--- config.mk ---
export PLATFORM = sky130hd
export DESIGN_NAME = mdio_page_bridge
export DESIGN_NICKNAME = d
export VERILOG_FILES = /design/src/rtl/mdio_bridge_pkg.sv /design/src/rtl/mdio_acc_decode.sv /design/src/rtl/mdio_word_stage.sv /design/src/rtl/mdio_rsp_reg.sv /design/src/rtl/mdio_page_bridge.sv
export SDC_FILE = /design/constraint.sdc
export NUM_CORES = 1
export LEC_CHECK = 0
export BUFFER_PORTS_ARGS = -buffer_cell sky130_fd_sc_hd__buf_4
export CAP_MARGIN = 20
export CORE_ASPECT_RATIO = 0.7
export CORE_MARGIN = 1.5
export CORE_UTILIZATION = 41
export DETAILED_ROUTE_END_ITERATION = 8
export PLACE_DENSITY_LB_ADDON = 0.05
export SLEW_MARGIN = 15
export SYNTH_ARGS = -nofsm -noshare
export SYNTH_HDL_FRONTEND = slang
export SYNTH_HIERARCHICAL = 1
export SYNTH_SLANG_ARGS = --single-unit
--- constraint.sdc ---
create_clock -name clk -period 4 [get_ports clk]
set_input_delay 0.8 -clock clk [delete_from_list [all_inputs] [get_ports clk]]
set_output_delay 0.8 -clock clk [all_outputs]
set_load 0.05 [all_outputs]
--- src/rtl/mdio_bridge_pkg.sv ---
package mdio_bridge_pkg;
  typedef enum logic [2:0] {
    ACC_NONE,
    ACC_PAGE,
    ACC_LOW,
    ACC_HIGH,
    ACC_VOID
  } acc_kind_t;
endpackage

--- src/rtl/mdio_acc_decode.sv ---
module mdio_acc_decode
  import mdio_bridge_pkg::*;
#(
  parameter int PHY_W = 5,
  parameter int REG_W = 5,
  parameter int IDX_W = 4,
  parameter logic [PHY_W-1:0] BRIDGE_PHY = 5'h1F,
  parameter logic [REG_W-1:0] PAGE_REG = 5'h1F,
  parameter logic [REG_W-1:0] HIGH_REG = 5'h10
) (
  input  logic             req,
  input  logic [PHY_W-1:0] phy,
  input  logic [REG_W-1:0] regn,
  output acc_kind_t        kind
);
  localparam int WORDS = 1 << IDX_W;

  always_comb begin
    if (!req)                          kind = ACC_NONE;
    else if (phy != BRIDGE_PHY)        kind = ACC_VOID;
    else if (regn == PAGE_REG)         kind = ACC_PAGE;
    else if (int'(regn) < WORDS)       kind = ACC_LOW;
    else if (regn == HIGH_REG)         kind = ACC_HIGH;
    else                               kind = ACC_VOID;
  end
endmodule

--- src/rtl/mdio_word_stage.sv ---
module mdio_word_stage
  import mdio_bridge_pkg::*;
#(
  parameter int PAGE_W = 10,
  parameter int IDX_W  = 4,
  parameter int HALF_W = 16,
  localparam int WORD_W = PAGE_W + IDX_W
) (
  input  logic              clk,
  input  logic              rst,
  input  acc_kind_t         kind,
  input  logic              wr,
  input  logic [HALF_W-1:0] wdata,
  input  logic [IDX_W-1:0]  idx,
  input  logic [HALF_W-1:0] rd_upper,
  output logic [PAGE_W-1:0] page_q,
  output logic [WORD_W-1:0] lo_word_q,
  output logic [HALF_W-1:0] lo_data_q,
  output logic [HALF_W-1:0] hi_q
);
  always_ff @(posedge clk) begin
    if (rst) begin
      page_q    <= '0;
      lo_word_q <= '0;
      lo_data_q <= '0;
      hi_q      <= '0;
    end else begin
      if (kind == ACC_PAGE && wr) page_q <= wdata[PAGE_W-1:0];
      if (kind == ACC_LOW && wr) begin
        lo_data_q <= wdata;
        lo_word_q <= {page_q, idx};
      end
      if (kind == ACC_LOW && !wr) hi_q <= rd_upper;
    end
  end

  // a high-half read leaves the latched upper half alone
  a_r7_hi_kept: assert property (@(posedge clk) disable iff (rst)
    (kind == ACC_HIGH && !wr) |=> $stable(hi_q));

  // ignored accesses touch no state
  a_r8_void_no_state: assert property (@(posedge clk) disable iff (rst)
    (kind == ACC_VOID) |=> ($stable(page_q) && $stable(lo_data_q) && $stable(lo_word_q) && $stable(hi_q)));
endmodule

--- src/rtl/mdio_rsp_reg.sv ---
module mdio_rsp_reg
  import mdio_bridge_pkg::*;
#(
  parameter int PAGE_W = 10,
  parameter int HALF_W = 16
) (
  input  logic              clk,
  input  logic              rst,
  input  acc_kind_t         kind,
  input  logic              wr,
  input  logic [PAGE_W-1:0] page,
  input  logic [HALF_W-1:0] rd_lower,
  input  logic [HALF_W-1:0] hi,
  output logic              rsp_valid,
  output logic [HALF_W-1:0] rsp_data
);
  logic [HALF_W-1:0] sel;

  always_comb begin
    unique case (kind)
      ACC_PAGE: sel = HALF_W'(page);
      ACC_LOW:  sel = rd_lower;
      ACC_HIGH: sel = hi;
      default:  sel = '1;
    endcase
  end

  always_ff @(posedge clk) begin
    if (rst) begin
      rsp_valid <= 1'b0;
      rsp_data  <= '0;
    end else begin
      rsp_valid <= (kind != ACC_NONE) && !wr;
      if ((kind != ACC_NONE) && !wr) rsp_data <= sel;
    end
  end

  // void reads are answered with all ones
  a_r8_void_ones: assert property (@(posedge clk) disable iff (rst)
    (kind == ACC_VOID && !wr) |=> (rsp_valid && rsp_data == '1));
endmodule

--- src/rtl/mdio_page_bridge.sv ---
module mdio_page_bridge
  import mdio_bridge_pkg::*;
#(
  parameter int PHY_W  = 5,
  parameter int REG_W  = 5,
  parameter int PAGE_W = 10,
  parameter int IDX_W  = 4,
  parameter int HALF_W = 16,
  parameter logic [PHY_W-1:0] BRIDGE_PHY = 5'h1F,
  localparam int ADDR_W = PAGE_W + IDX_W + 2,
  localparam int WORD_W = PAGE_W + IDX_W,
  localparam int DATA_W = 2 * HALF_W
) (
  input  logic              clk,
  input  logic              rst,
  input  logic              acc_req,
  input  logic              acc_wr,
  input  logic [PHY_W-1:0]  acc_phy,
  input  logic [REG_W-1:0]  acc_reg,
  input  logic [HALF_W-1:0] acc_wdata,
  output logic              rsp_valid,
  output logic [HALF_W-1:0] rsp_data,
  output logic              bus_req,
  output logic              bus_we,
  output logic [ADDR_W-1:0] bus_addr,
  output logic [DATA_W-1:0] bus_wdata,
  input  logic [DATA_W-1:0] bus_rdata
);
  acc_kind_t         kind;
  logic [PAGE_W-1:0] page_q;
  logic [WORD_W-1:0] lo_word_q;
  logic [HALF_W-1:0] lo_data_q;
  logic [HALF_W-1:0] hi_q;

  mdio_acc_decode #(
    .PHY_W(PHY_W), .REG_W(REG_W), .IDX_W(IDX_W), .BRIDGE_PHY(BRIDGE_PHY),
    .PAGE_REG(REG_W'((1 << REG_W) - 1)), .HIGH_REG(REG_W'(1 << IDX_W))
  ) u_dec (
    .req(acc_req), .phy(acc_phy), .regn(acc_reg), .kind(kind)
  );

  mdio_word_stage #(.PAGE_W(PAGE_W), .IDX_W(IDX_W), .HALF_W(HALF_W)) u_stage (
    .clk(clk), .rst(rst), .kind(kind), .wr(acc_wr), .wdata(acc_wdata),
    .idx(acc_reg[IDX_W-1:0]), .rd_upper(bus_rdata[DATA_W-1:HALF_W]),
    .page_q(page_q), .lo_word_q(lo_word_q), .lo_data_q(lo_data_q), .hi_q(hi_q)
  );

  mdio_rsp_reg #(.PAGE_W(PAGE_W), .HALF_W(HALF_W)) u_rsp (
    .clk(clk), .rst(rst), .kind(kind), .wr(acc_wr), .page(page_q),
    .rd_lower(bus_rdata[HALF_W-1:0]), .hi(hi_q),
    .rsp_valid(rsp_valid), .rsp_data(rsp_data)
  );

  always_comb begin
    bus_we    = (kind == ACC_HIGH) && acc_wr;
    bus_req   = bus_we || ((kind == ACC_LOW) && !acc_wr);
    bus_addr  = bus_we ? {lo_word_q, 2'b00} : {page_q, acc_reg[IDX_W-1:0], 2'b00};
    bus_wdata = {acc_wdata, lo_data_q};
  end

  // a foreign PHY address never reaches the bus
  a_r2_foreign_quiet: assert property (@(posedge clk) disable iff (rst)
    (acc_req && acc_phy != BRIDGE_PHY) |-> !bus_req);

  // low-half writes are only buffered
  a_r4_low_write_held: assert property (@(posedge clk) disable iff (rst)
    (acc_req && acc_wr && acc_phy == BRIDGE_PHY && int'(acc_reg) < (1 << IDX_W)) |-> !bus_req);

  // the answer pulse follows read strobes exactly
  a_r9_rsp_tracks_read: assert property (@(posedge clk) disable iff (rst)
    !$past(rst) |-> (rsp_valid == $past(acc_req && !acc_wr)));
endmodule

==> results.md <==
* DR vias at about 2900
* Clock network fraction of total power at 0.418
* Tmin final at 3.575 ns
* Ys async rst share at 0
* # DRC at 0
* R2r endpoint: u_rsp/rsp_data[7]$_SDFFE_PP0P_
* WHS Endpoint: u_rsp/rsp_data[10]$_SDFFE_PP0P_
* Clk Latency, worst-skew pair at about 0.33 ns
* Clk buf depth at 2
* Placed insts at 601
* Launch point of the worst reg-to-reg path: u_stage/page_q[7]$_SDFFE_PP0P_
* Worst-path cell chain: buf_4 -> or4_4 -> a211oi_4 -> nand4b_4 -> mux2_4 -> buf_4
* Hold WS at 0.4647 ns
* Worst-path fanout max at 15
* Post-route ant nets at 0
* Area grow syn2layout at 27.37%
* Distinct cell type count after synthesis at 40
* Final WL at 8964 µm
* Power Density at 346.7 nW/µm²
* First drt pass iteration count at 5
* Post-CTS Setup Inserts at 0
* EDFF count, synth at 0
* Rel. slew slack at 0.4001
* Register share of total power at 0.433
* Achievable frequency at 0.2797 GHz
* Worst-Margin Slew at ~0.90 ns
* Hold Path Class: reg -> reg
* Number of buffers created by CTS at 9
* Final instance area at 4985 µm²
* CP most frequent cell: buf_4
* Fin. max-slew vios at 0
* Final setup viols at 0
* Critical Path Slowest Stage Cell: or4_4
* # hold bufs at CTS at 0
* Die width at 119.8 µm
* Element type at the critical path start: input pin
* Synth Area per Inst at 9.933 µm²
* Via/cell ratio at 4.766
* Leakage at 0.002178 µW
* Core area at 9180 µm²
* Final Cycle Share at 0.8938
* Clock tree sinks at between 70 and 80
* WL/cell at roughly 15 µm
* Post-Synthesis Cells at 394
* Max incr delay on CP at 0.57 ns
* Port Buffers at 126
* H-tree levels at 3
* #FFs+latches synth at 73
* Num ports at 129
* Final #Nets at 550
* Largest net degree at the start of global routing at 110
* Post-Syn Area at 3914 µm²
* Sw Ratio at 0.2515
* Hpwl dp at around 6300 µm
* Number of global-route vias before repair at approximately 2800
* CP endpoint kind: output port
* Hold path cells at 2
* Data arrival, critical path at 2.78 ns
* Initial antenna violation count at 0
* Final hold vios at 0
* R2r worst-path depth at 3
* Pint at roughly 1300 µW
* Post_cts resized at 0
* Chip Height at 84.75 µm
* Share of cells above drive strength 1 at 0.3523
* RSZ-0062 raised after global routing: false
* Setup CP Type: in -> out
* Ys flop type: dfxtp_1
* R2R setup slack at just over 3 ns
* Die area at 10150 µm²
* Initial DRC count at 111
* Global-route wire length before repair at 14460 µm
* Gr ovfl total at 0
* Total Routing Usage GR at 0.1822
* Outcome: finished, final reports clean
* Max Cap Violations at 0
* CTS Root Cell: clkbuf_16
* Non-Filler Instances at 615
* Hold_sp: u_rsp/rsp_data[10]$_SDFFE_PP0P_
* DP Area at roughly 4700 µm²
* Gate power share at 0.150
* WP data required at 3.20 ns
* Synth warn at 6
* P_sw at 434.7 µW
* RePlAce Congestion at 0.7068
* Setup TNS at 0 ns
* CTS tree: yes
* # diodes at 0
* Row Count at 29
* Initial core utilization at 0.4263
* Seq/Total Area, Yosys at 0.3734
* Worst-path clk slew at 0.05 ns
* Peak VDD IR at 0.1854 mV
* Skew final at about 0.003 ns
==> worst max path at each step <==
stage | start | endpoint | slack, ns | cells past startpoint
final | acc_reg[0] | bus_addr[7] | 0.42 | 6
after global routing | acc_reg[0] | bus_addr[6] | 0.32 | 7
after CTS | acc_reg[0] | bus_addr[7] | 0.39 | 7
after detailed placement | acc_reg[0] | bus_addr[4] | 0.39 | 7
after global placement | acc_reg[0] | bus_addr[8] | 0.44 | 7
after floorplan | acc_reg[0] | bus_req | 0.04 | 4
==> cells in the mapped netlist (2+ instances only) <==
master,number,area (µm²)
nand2b_1,93,581.8
dfxtp_1,73,1461
mux2i_1,57,570.6
inv_1,25,93.84
buf_4,22,165.2
a21oi_1,18,90.09
clkbuf_1,11,41.29
a221oi_2,9,135.1
mux2_4,9,135.1
nand2_1,9,33.78
o2bb2ai_1,9,78.83
buf_2,7,35.03
a21o_1,6,45.04
a221oi_1,6,52.55
mux2_2,5,56.30
buf_6,4,45.04
nor2_1,4,15.01
buf_12,3,60.06
and4bb_1,2,25.02
nand4_1,2,12.51
==> power groups by stage <==
stage / combinational (µW) / clock [µW] / sequential (µW)
after floorplan: 133 / 0 / 804
after global placement: 258 / 0 / 763
after detailed placement: 260 / 0 / 763
after CTS: 261 / 748 / 748
after global routing: 275 / 780 / 749
final: 258 / 722 / 748
==> placed cells by master (no fill, tap or decap), types with 2 or more instances in the layout <==
cell / synthesis / final
nand2b_1: 93 / 93
nor2_1: 4 / 4
mux2i_1: 57 / 57
a21oi_1: 18 / 17
a221oi_2: 9 / 9
inv_1: 25 / 25
clkbuf_16: 0 / 9
buf_4: 22 / 131
o2bb2ai_1: 9 / 9
conb_1: 1 / 2
and4bb_1: 2 / 2
mux2_4: 9 / 9
nand2_1: 9 / 9
a221oi_1: 6 / 6
clkbuf_8: 0 / 2
a21o_1: 6 / 6
mux2_2: 5 / 5
clkbuf_1: 11 / 3
dfxtp_1: 73 / 73
nand4_1: 2 / 2
==> worst max-delay path, delay by kind of cell <==
family,cells,cell delay (ns)
simple gates,2,0.94
mux,1,0.42
buf+inv,2,0.31
compound gates,1,0.29
==> sequential cells by signal, summed over array words and instances (netlist names) <==
name,count
u_rsp/rsp_data,16
u_rsp/rsp_valid,1
u_stage/hi_q,16
u_stage/lo_data_q,16
u_stage/lo_word_q,14
u_stage/page_q,10
==> cell families (layout without fill, tap and decap cells) <==
logic type      after synthesis  in the layout  synth area share
xor+xnor                      1              1          0.002238
simple gates                123            123            0.2014
other cells                   1              2         0.0009582
compound gates               51             51            0.1125
mux                          71             71            0.1947
flops                        73             73            0.3734
buf+inv                      74            170            0.1148
==> routing by layer <==
metal	vias up	share of wire	global-route usage
met2	72	0.47	0.2973
met5	-	0	0
met3	6	0.055	0.05639
li1	1498	-	-
met4	0	0.0089	0.05844
met1	1355	0.47	0.2312
==> cell type report <==
cell class	count	area [µm²]
flip-flops and latches	73	1461
inverters	25	93.84
clock buffers	14	264.0
repair buffers	131	983.4
multi-input cells	248	2027
fillers	854	4195
well taps	124	155.1
==> metrics by stage <==
stage | power, µW | worst slack, ns | utilization
2_1_floorplan | 936.4 | 0.04056 | -
3_3_place_gp | 1020 | 0.4447 | 0.5142
3_5_place_dp | 1024 | 0.3945 | 0.5142
4_1_cts | 1756 | 0.3915 | 0.5430
5_1_grt | 1803 | 0.3164 | 0.5430
6_report | 1728 | 0.4246 | 0.5430
No activity file was read; power rests on OpenSTA's default activity.
